==> src/rtl/mcc_pkg.sv <==
package mcc_pkg;

   localparam int N_STATES = 10;
   localparam int STATE_W  = 4;

   typedef enum logic [STATE_W-1:0] {
      S_FETCH  = 4'd0,
      S_DECODE = 4'd1,
      S_EXEC   = 4'd2,
      S_RWB    = 4'd3,
      S_MADDR  = 4'd4,
      S_STORE  = 4'd5,
      S_LOAD   = 4'd6,
      S_LWB    = 4'd7,
      S_BRANCH = 4'd8,
      S_JUMP   = 4'd9
   } ctl_state_e;

   localparam logic [1:0] ALU_ADD   = 2'd0;
   localparam logic [1:0] ALU_SUB   = 2'd1;
   localparam logic [1:0] ALU_FUNCT = 2'd2;

   localparam logic [1:0] PCS_RES = 2'd0;
   localparam logic [1:0] PCS_ALU = 2'd1;
   localparam logic [1:0] PCS_JMP = 2'd2;

   localparam logic [1:0] BSEL_REG  = 2'd0;
   localparam logic [1:0] BSEL_FOUR = 2'd1;
   localparam logic [1:0] BSEL_IMM  = 2'd2;
   localparam logic [1:0] BSEL_OFFS = 2'd3;

   typedef struct packed {
      logic       pc_unc;
      logic       pc_cond;
      logic [1:0] pc_src;
      logic       mem_rd;
      logic       mem_wr;
      logic       addr_sel;
      logic       ir_wr;
      logic       dr_wr;
      logic       rf_wr;
      logic       dst_sel;
      logic       wb_sel;
      logic       a_wr;
      logic       b_wr;
      logic [1:0] alu_op;
      logic       a_sel;
      logic [1:0] b_sel;
      logic       res_wr;
   } strobe_t;

endpackage

==> src/rtl/mcc_seq.sv <==
module mcc_seq
   import mcc_pkg::*;
#(
   parameter int               OPC_W     = 6,
   parameter logic [OPC_W-1:0] OP_RTYPE  = 6'b000000,
   parameter logic [OPC_W-1:0] OP_LOAD   = 6'b100011,
   parameter logic [OPC_W-1:0] OP_STORE  = 6'b101011,
   parameter logic [OPC_W-1:0] OP_BEQ    = 6'b000100,
   parameter logic [OPC_W-1:0] OP_JUMP   = 6'b000010,
   parameter bit               ONE_HOT   = 1'b0
) (
   input  logic             clk,
   input  logic             rst,
   input  logic [OPC_W-1:0] opcode,
   output ctl_state_e       state
);

   localparam logic [N_STATES-1:0] HOT_FETCH = {{(N_STATES-1){1'b0}}, 1'b1};

   ctl_state_e nxt;

   always_comb begin
      case (state)
         S_FETCH:  nxt = S_DECODE;
         S_DECODE: begin
            if (opcode == OP_RTYPE)                            nxt = S_EXEC;
            else if (opcode == OP_LOAD || opcode == OP_STORE)  nxt = S_MADDR;
            else if (opcode == OP_BEQ)                         nxt = S_BRANCH;
            else if (opcode == OP_JUMP)                        nxt = S_JUMP;
            else                                               nxt = S_FETCH;
         end
         S_EXEC:   nxt = S_RWB;
         S_MADDR:  nxt = (opcode == OP_STORE) ? S_STORE : S_LOAD;
         S_LOAD:   nxt = S_LWB;
         default:  nxt = S_FETCH;
      endcase
   end

   generate
      if (ONE_HOT) begin : g_hot
         logic [N_STATES-1:0] hot_q;
         logic [STATE_W-1:0]  idx;

         always_ff @(posedge clk) begin
            if (rst) hot_q <= HOT_FETCH;
            else     hot_q <= HOT_FETCH << nxt;
         end

         always_comb begin
            idx = '0;
            for (int i = 0; i < N_STATES; i++)
               if (hot_q[i]) idx = idx | STATE_W'(i);
         end
         assign state = ctl_state_e'(idx);

         p_state_hot_r1: assert property (@(posedge clk) disable iff (rst)
            $onehot(hot_q));
      end else begin : g_bin
         ctl_state_e state_q;
         always_ff @(posedge clk) begin
            if (rst) state_q <= S_FETCH;
            else     state_q <= nxt;
         end
         assign state = state_q;
      end
   endgenerate

   p_reset_fetch_r1: assert property (@(posedge clk)
      rst |=> state == S_FETCH);

   p_fetch_decode_r2: assert property (@(posedge clk) disable iff (rst)
      state == S_FETCH |=> state == S_DECODE);

   p_dispatch_rtype_r3: assert property (@(posedge clk) disable iff (rst)
      (state == S_DECODE && opcode == OP_RTYPE) |=> state == S_EXEC);

   p_split_store_r5: assert property (@(posedge clk) disable iff (rst)
      (state == S_MADDR && opcode == OP_STORE) |=> state == S_STORE);

   p_unknown_op_r11: assert property (@(posedge clk) disable iff (rst)
      (state == S_DECODE && opcode != OP_RTYPE && opcode != OP_LOAD &&
       opcode != OP_STORE && opcode != OP_BEQ && opcode != OP_JUMP)
      |=> state == S_FETCH);

   p_exec_then_wb_r4: assert property (@(posedge clk) disable iff (rst)
      state == S_EXEC |=> state == S_RWB);

endmodule

==> src/rtl/mcc_strobes.sv <==
module mcc_strobes
   import mcc_pkg::*;
(
   input  logic       clk,
   input  logic       rst,
   input  ctl_state_e state,
   output strobe_t    stb
);

   always_comb begin
      stb = '0;
      case (state)
         S_FETCH: begin
            stb.mem_rd   = 1'b1;
            stb.addr_sel = 1'b0;
            stb.ir_wr    = 1'b1;
            stb.alu_op   = ALU_ADD;
            stb.a_sel    = 1'b0;
            stb.b_sel    = BSEL_FOUR;
            stb.pc_unc   = 1'b1;
            stb.pc_src   = PCS_ALU;
         end
         S_DECODE: begin
            stb.a_wr   = 1'b1;
            stb.b_wr   = 1'b1;
            stb.alu_op = ALU_ADD;
            stb.a_sel  = 1'b0;
            stb.b_sel  = BSEL_OFFS;
            stb.res_wr = 1'b1;
         end
         S_EXEC: begin
            stb.alu_op = ALU_FUNCT;
            stb.a_sel  = 1'b1;
            stb.b_sel  = BSEL_REG;
            stb.res_wr = 1'b1;
         end
         S_RWB: begin
            stb.rf_wr   = 1'b1;
            stb.dst_sel = 1'b1;
            stb.wb_sel  = 1'b0;
         end
         S_MADDR: begin
            stb.alu_op = ALU_ADD;
            stb.a_sel  = 1'b1;
            stb.b_sel  = BSEL_IMM;
            stb.res_wr = 1'b1;
         end
         S_STORE: begin
            stb.mem_wr   = 1'b1;
            stb.addr_sel = 1'b1;
         end
         S_LOAD: begin
            stb.mem_rd   = 1'b1;
            stb.addr_sel = 1'b1;
            stb.dr_wr    = 1'b1;
         end
         S_LWB: begin
            stb.rf_wr   = 1'b1;
            stb.dst_sel = 1'b0;
            stb.wb_sel  = 1'b1;
         end
         S_BRANCH: begin
            stb.alu_op  = ALU_SUB;
            stb.a_sel   = 1'b1;
            stb.b_sel   = BSEL_REG;
            stb.pc_cond = 1'b1;
            stb.pc_src  = PCS_RES;
         end
         S_JUMP: begin
            stb.pc_unc = 1'b1;
            stb.pc_src = PCS_JMP;
         end
         default: stb = '0;
      endcase
   end

   p_mem_excl_r12: assert property (@(posedge clk) disable iff (rst)
      !(stb.mem_rd && stb.mem_wr));

   p_ir_then_latch_r2: assert property (@(posedge clk) disable iff (rst)
      stb.ir_wr |=> (stb.a_wr && stb.b_wr));

   p_cond_alone_r8: assert property (@(posedge clk) disable iff (rst)
      stb.pc_cond |-> (!stb.pc_unc && !stb.res_wr));

endmodule

==> src/rtl/mcc_pcw.sv <==
module mcc_pcw (
   input  logic clk,
   input  logic rst,
   input  logic pc_unc,
   input  logic pc_cond,
   input  logic zero,
   output logic pc_wr
);

   assign pc_wr = pc_unc | (zero & pc_cond);

   p_unc_wins_r10: assert property (@(posedge clk) disable iff (rst)
      pc_unc |-> pc_wr);

   p_idle_quiet_r10: assert property (@(posedge clk) disable iff (rst)
      (!pc_unc && !pc_cond) |-> !pc_wr);

endmodule

==> src/rtl/mcc_ctrl.sv <==
module mcc_ctrl
   import mcc_pkg::*;
#(
   parameter int               OPC_W    = 6,
   parameter logic [OPC_W-1:0] OP_RTYPE = 6'b000000,
   parameter logic [OPC_W-1:0] OP_LOAD  = 6'b100011,
   parameter logic [OPC_W-1:0] OP_STORE = 6'b101011,
   parameter logic [OPC_W-1:0] OP_BEQ   = 6'b000100,
   parameter logic [OPC_W-1:0] OP_JUMP  = 6'b000010,
   parameter bit               ONE_HOT  = 1'b0
) (
   input  logic             clk,
   input  logic             rst,
   input  logic [OPC_W-1:0] opcode,
   input  logic             zero,
   output logic             pc_wr,
   output logic             pc_wr_uncond,
   output logic             pc_wr_cond,
   output logic [1:0]       pc_src,
   output logic             mem_rd,
   output logic             mem_wr,
   output logic             addr_sel,
   output logic             ir_wr,
   output logic             dr_wr,
   output logic             rf_wr,
   output logic             dst_sel,
   output logic             wb_sel,
   output logic             a_wr,
   output logic             b_wr,
   output logic [1:0]       alu_op,
   output logic             alu_a_sel,
   output logic [1:0]       alu_b_sel,
   output logic             res_wr
);

   generate
      if (OPC_W < 3) begin : g_bad_width
         $error("mcc_ctrl: OPC_W too narrow to hold five distinct opcodes");
      end
      if (OP_RTYPE == OP_LOAD || OP_RTYPE == OP_STORE || OP_RTYPE == OP_BEQ ||
          OP_RTYPE == OP_JUMP || OP_LOAD == OP_STORE || OP_LOAD == OP_BEQ ||
          OP_LOAD == OP_JUMP || OP_STORE == OP_BEQ || OP_STORE == OP_JUMP ||
          OP_BEQ == OP_JUMP) begin : g_bad_codes
         $error("mcc_ctrl: opcode parameters must be distinct");
      end
   endgenerate

   ctl_state_e state;
   strobe_t    stb;

   mcc_seq #(
      .OPC_W    (OPC_W),
      .OP_RTYPE (OP_RTYPE),
      .OP_LOAD  (OP_LOAD),
      .OP_STORE (OP_STORE),
      .OP_BEQ   (OP_BEQ),
      .OP_JUMP  (OP_JUMP),
      .ONE_HOT  (ONE_HOT)
   ) u_seq (
      .clk    (clk),
      .rst    (rst),
      .opcode (opcode),
      .state  (state)
   );

   mcc_strobes u_strobes (
      .clk   (clk),
      .rst   (rst),
      .state (state),
      .stb   (stb)
   );

   mcc_pcw u_pcw (
      .clk     (clk),
      .rst     (rst),
      .pc_unc  (stb.pc_unc),
      .pc_cond (stb.pc_cond),
      .zero    (zero),
      .pc_wr   (pc_wr)
   );

   assign pc_wr_uncond = stb.pc_unc;
   assign pc_wr_cond   = stb.pc_cond;
   assign pc_src       = stb.pc_src;
   assign mem_rd       = stb.mem_rd;
   assign mem_wr       = stb.mem_wr;
   assign addr_sel     = stb.addr_sel;
   assign ir_wr        = stb.ir_wr;
   assign dr_wr        = stb.dr_wr;
   assign rf_wr        = stb.rf_wr;
   assign dst_sel      = stb.dst_sel;
   assign wb_sel       = stb.wb_sel;
   assign a_wr         = stb.a_wr;
   assign b_wr         = stb.b_wr;
   assign alu_op       = stb.alu_op;
   assign alu_a_sel    = stb.a_sel;
   assign alu_b_sel    = stb.b_sel;
   assign res_wr       = stb.res_wr;

   p_rd_wb_after_res_r4: assert property (@(posedge clk) disable iff (rst)
      (rf_wr && !wb_sel) |-> $past(res_wr));

   p_rt_wb_after_dr_r7: assert property (@(posedge clk) disable iff (rst)
      (rf_wr && wb_sel) |-> $past(dr_wr));

   p_store_after_addr_r6: assert property (@(posedge clk) disable iff (rst)
      mem_wr |-> ($past(res_wr) && $past(alu_b_sel) == BSEL_IMM));

   p_jump_from_decode_r9: assert property (@(posedge clk) disable iff (rst)
      (pc_wr_uncond && pc_src == PCS_JMP) |-> $past(a_wr));

endmodule

==> config.mk <==
export PLATFORM = sky130hd
export DESIGN_NAME = mcc_ctrl
export DESIGN_NICKNAME = d
export VERILOG_FILES = /design/src/rtl/mcc_pkg.sv /design/src/rtl/mcc_seq.sv /design/src/rtl/mcc_strobes.sv /design/src/rtl/mcc_pcw.sv /design/src/rtl/mcc_ctrl.sv
export SDC_FILE = /design/constraint.sdc
export NUM_CORES = 1
export LEC_CHECK = 0
export BUFFER_PORTS_ARGS = -buffer_cell sky130_fd_sc_hd__buf_2
export CORE_AREA = 3 3 40 42
export CTS_CLUSTER_DIAMETER = 40
export CTS_CLUSTER_SIZE = 28
export DETAILED_ROUTE_END_ITERATION = 6
export DIE_AREA = 0 0 43 45
export GPL_TIMING_DRIVEN = 0
export PLACE_DENSITY = 0.77
export SYNTH_ARGS = -nofsm -noshare
export SYNTH_HDL_FRONTEND = slang
export SYNTH_SLANG_ARGS = --single-unit
==> constraint.sdc <==
create_clock -name clk -period 1.41 [get_ports clk]
set_clock_uncertainty 0.05 [all_clocks]
set_input_delay 0 -clock clk [delete_from_list [all_inputs] [get_ports clk]]
set_output_delay 0 -clock clk [all_outputs]
set_load 0.01 [all_outputs]
# Yosys cells after proc, flatten, opt, wreduce, memory -nomap -nowiden
# Cells that the tools add are included.
# Widths: inputs -> output; s select.
[op_classes]
addsub = 0
multipliers = 0
div = 0
magnitude_cmp = 0
n_eq_ne = 13
shift = 0
n_mux = 18
n_bitwise = 2
n_reduce_logical = 7
[op_table]
columns = ["op", "count"]
rows = [
  ["$pmux 5 s5", 1],
  ["$pmux 4 s5", 1],
  ["$eq 4x3->1 const B", 4],
  ["$mux 4", 4],
  ["$eq 6x6->1 const B", 2],
  ["$eq 4x2->1 const B", 2],
  ["$eq 4x4->1 const B", 2],
  ["$mux 1", 8],
  ["$eq 6x2->1 const B", 1],
  ["$eq 6x3->1 const B", 1],
  ["$logic_not 6->1", 1],
  ["$pmux 3 s2", 1],
  ["$reduce_or 2->1", 3],
  ["$eq 4x1->1 const B", 1],
  ["$logic_not 4->1", 1],
  ["$mux 2", 2],
  ["$pmux 2 s2", 1],
  ["$reduce_or 3->1", 1],
  ["$and 1x1->1", 1],
  ["$logic_or 1x1->1", 1],
  ["$or 1x1->1", 1],
]
[word_totals]
regBits = 4
latchBits = 0
mem_bits_rw = 0
rom_bits = 0
inputBits = 9
out_inout_bits = 21
memories = 0

# Longest topological paths before layout
[logic_depth]
word_depth = 6
mapped_depth = 5
depth_no_buf = 4

# By module
# Synthesis repeated with hierarchy kept, for this count alone.
[unflattened]
cells_unflattened = 64
area_unflattened_um2 = 450.4
[modules_own_cells]
columns = ["mod", "n_inst", "cells_per_inst", "area_per_inst_um2"]
rows = [
  ["mcc_seq", 1, 27, 239.0],
  ["mcc_strobes", 1, 36, 203.9],
  ["mcc_pcw", 1, 1, 7.5],
]

# Least setup slack after synthesis
# No wires, ideal clock.
[synth_timing]
kind = "register to output"
from = "reg u_seq.g_bin.state_q[0], in the netlist u_seq.state[0]"
to = "out pc_src[0]"
arrival_time_ns = 1.155
t_required_ns = 1.360
path_slack_ns = 0.205
path_stages_with_launch = 4
path_cell_list = "dfxtp_1 or4_1 inv_1 buf_4"
[synth_between]
elab_chain_cells = 2
[synth_lines]
columns = ["item", "line_no", "source"]
rows = [
  ["start: declaration", "mcc_seq.sv:59", "ctl_state_e state_q;"],
  ["start signal: assignment", "mcc_seq.sv:62", "else state_q <= nxt;"],
  ["$eq 4x4->1 or $logic_not 4->1 (tied branches)", "mcc_strobes.sv:12", "case (state)"],
  ["$pmux 2 s2 *", "mcc_strobes.sv:12", ""],
  ["end: declaration", "mcc_ctrl.sv:19", "output logic [1:0] pc_src,"],
]
# Every way passes the cells marked *; elsewhere a longest branch is shown, timed or not.

# Worst setup path in the final report
# Same ends and word-level chain as after synthesis.

==> impl_metrics.ini <==
[synth]
avgSynthCellArea_um2 = 7.31
synth_edf_count = 0
ys_seq_elements = 4
ys_seq_area_share_pct = 18.9
syn_inst = 58
synth_area_um2 = 424
yosysUniqueCellTypes = 26
ys.flop_type = dfxtp_1
yosys_warnings = 0
async_flop_share_pct = 0
syn_nets = 67

[worst_setup_path]
cp_max_fo = 5
critPathArrivalTime_ns = 1.35
ff2ff_setup_slack_ns = 0.22
startpoint = u_seq.state[0]
cp.required_ns = 1.36
crit_type = flip-flop to output port
cp-end-kind = output port
r2r-end = u_seq.state[1]
start_kind = flip-flop
rr_worst_depth = 5
r2r_start = u_seq.state[0]

[hold_path]
min-delay-start = opcode[0]
hold_depth = 3
timing.hold.worst_endpoint = u_seq.state[3]
min_path_type = input pin to flip-flop

[die]
initial_core_util_pct = 33.0
die_y_um = 45
pin_count = 30
rows = 13
fp.coreArea_um2 = 1280
die_area_um2 = 1940
die_w_um = 43

[clocking]
cts.htree.levels = 1
cts_tree = built
cts.path.max_buffers = 2
cts.sinks = 4
clockRootBuffer = clkbuf_4
path_clk_slew_ns = 0.04
numCtsBuffers = 3
clkLatencyLatePin_ns = 0.23

[power]
p_leak_nw = 0.326
powerDensity_nw_per_um2 = 573
vdd_drop_max_uv = 463
total_power_mw = 0.393

[sta]
finalHoldViolations = 0
fmaxAchievable_mhz = 714
post-route-period-util_pct = 99.4
finalSetupViolCount = 0
period_needed_ns = 1.40
finalSetupTns_ns = 0
tightestPinTransition_ns = 0.329
rsz0062_at_grt = true
slew_headroom_pct = 77.8
final-max-slew-violation-count = 0

[finish]
final_cell_mix = buf_2 (28), nor3_1 (6), nor2_1 (5)
utilization_pct = 53.4
largest_reg_flops = 4
final_common_cell = buf_2
diodes = 0
syn_to_final_growth_pct = 61.7
drive_gt1_share_pct = 56.4
nets = 105

[global_route]
grt_usage_pct = 12.0
grt_overflow_total = 0
antenna_found_initial = 0
grt_pass1_vias = 421
grt_pass1_wl_um = 1790
grt_max_degree = 11

[drt]
vias_per_cell = 4.93
detail_route.wl_per_cell_um = 11.0
initialDrtViolationCount = 2
postRouteAntennaNets = 0
vias = 537
drc_errors = 0
drt_pass1_iterations = 4
routed_wl_um = 1200

[placement]
io_buffers = 29
dp_hpwl_um = 880
routabilityCongestion = 0.741

[outcome]
status = completed

[run]
cap_violations = 0
-- Yosys cell counts, types with 2 or more instances --
cell | n | area share (%)
nor3_1 | 6 | 7.1
nor2_1 | 5 | 4.4
o21ai_0 | 5 | 5.9
dfxtp_1 | 4 | 19
nand2b_1 | 4 | 5.9
nor4_1 | 4 | 5.9
a21oi_1 | 3 | 3.5
buf_2 | 3 | 3.5
nand2_1 | 3 | 2.7
buf_4 | 2 | 3.5
inv_1 | 2 | 1.8
nand4b_1 | 2 | 4.1
nor3_2 | 2 | 4.7
-- critical path: stages, from the launching register on --
cell and delay, ns:
dfxtp_4 0.35, or4_4 0.52, inv_2 0.08, buf_6 0.08
buf_6 0.08
-- final cells by class --
type / instances / area, um^2
Inverter: 3 / 11.3
Buffer: 5 / 48.8
Clock buffer: 3 / 22.5
Tap cell: 15 / 18.8
Timing Repair Buffer: 34 / 196
Multi-Input combinational cell: 45 / 302
Sequential cell: 4 / 86.3
Fill cell: 135 / 599
-- worst max-delay path by stage --
stage,to,depth (start not counted),slack (ns)
finish,pc_src[0],4,0.009
global route,pc_src[0],4,-0.05
CTS,pc_src[0],4,-0.04
detailed placement,pc_src[0],4,0.13
global placement,pc_src[0],4,0.13
floorplan,pc_src[0],3,0.21
-- cell families after synthesis --
logic type             Yosys count  share of synthesized area [%]
AND/OR/NAND/NOR                 32                           49.3
AO/OA/AOI/OAI                   12                           17.4
buffers and inverters            9                           12.4
flip-flops                       4                           18.9
XOR/XNOR                         1                           2.07
-- report_power, final --
part	internal, mW	switching (mW)	leakage [nW]
sequential	0.117	0.00509	0.0341
clock	0.0951	0.0453	0.0138
combinational	0.0690	0.0615	0.279
total	0.281	0.112	0.326
-- layer usage --
| layer | GRT usage [%] | wire length, um | share of wire [%] |
|---|---|---|---|
| met1 | 14.7 | 524 | 44 |
| met2 | 21.0 | 567 | 47 |
| met3 | 5.18 | 105 | 8.8 |
| met4 | 0 | 0 | 0 |
| met5 | 0 | 0 | 0 |
-- through the flow --
stage                     instances  worst slack, ns  area [um^2]  hold WS, ns
after floorplan                  58            0.205          424       0.0268
after global placement          102            0.126          588        0.158
after detailed placement        102            0.126          588        0.160
after CTS                       108          -0.0360          653       0.0427
after global routing            109          -0.0451          686       0.0513
final                           109          0.00896          686       0.0399
-- timing repair --
item | CTS | global route
hold buffers | 3 | 0
endpoints found under the hold margin | 3 | 0
gates resized for setup | 6 | 7
buffers inserted | 0 | 2
cloned | 0 | 0
endpoints found under the setup margin | 6 | 10
Power figures use the tool's default switching activity.
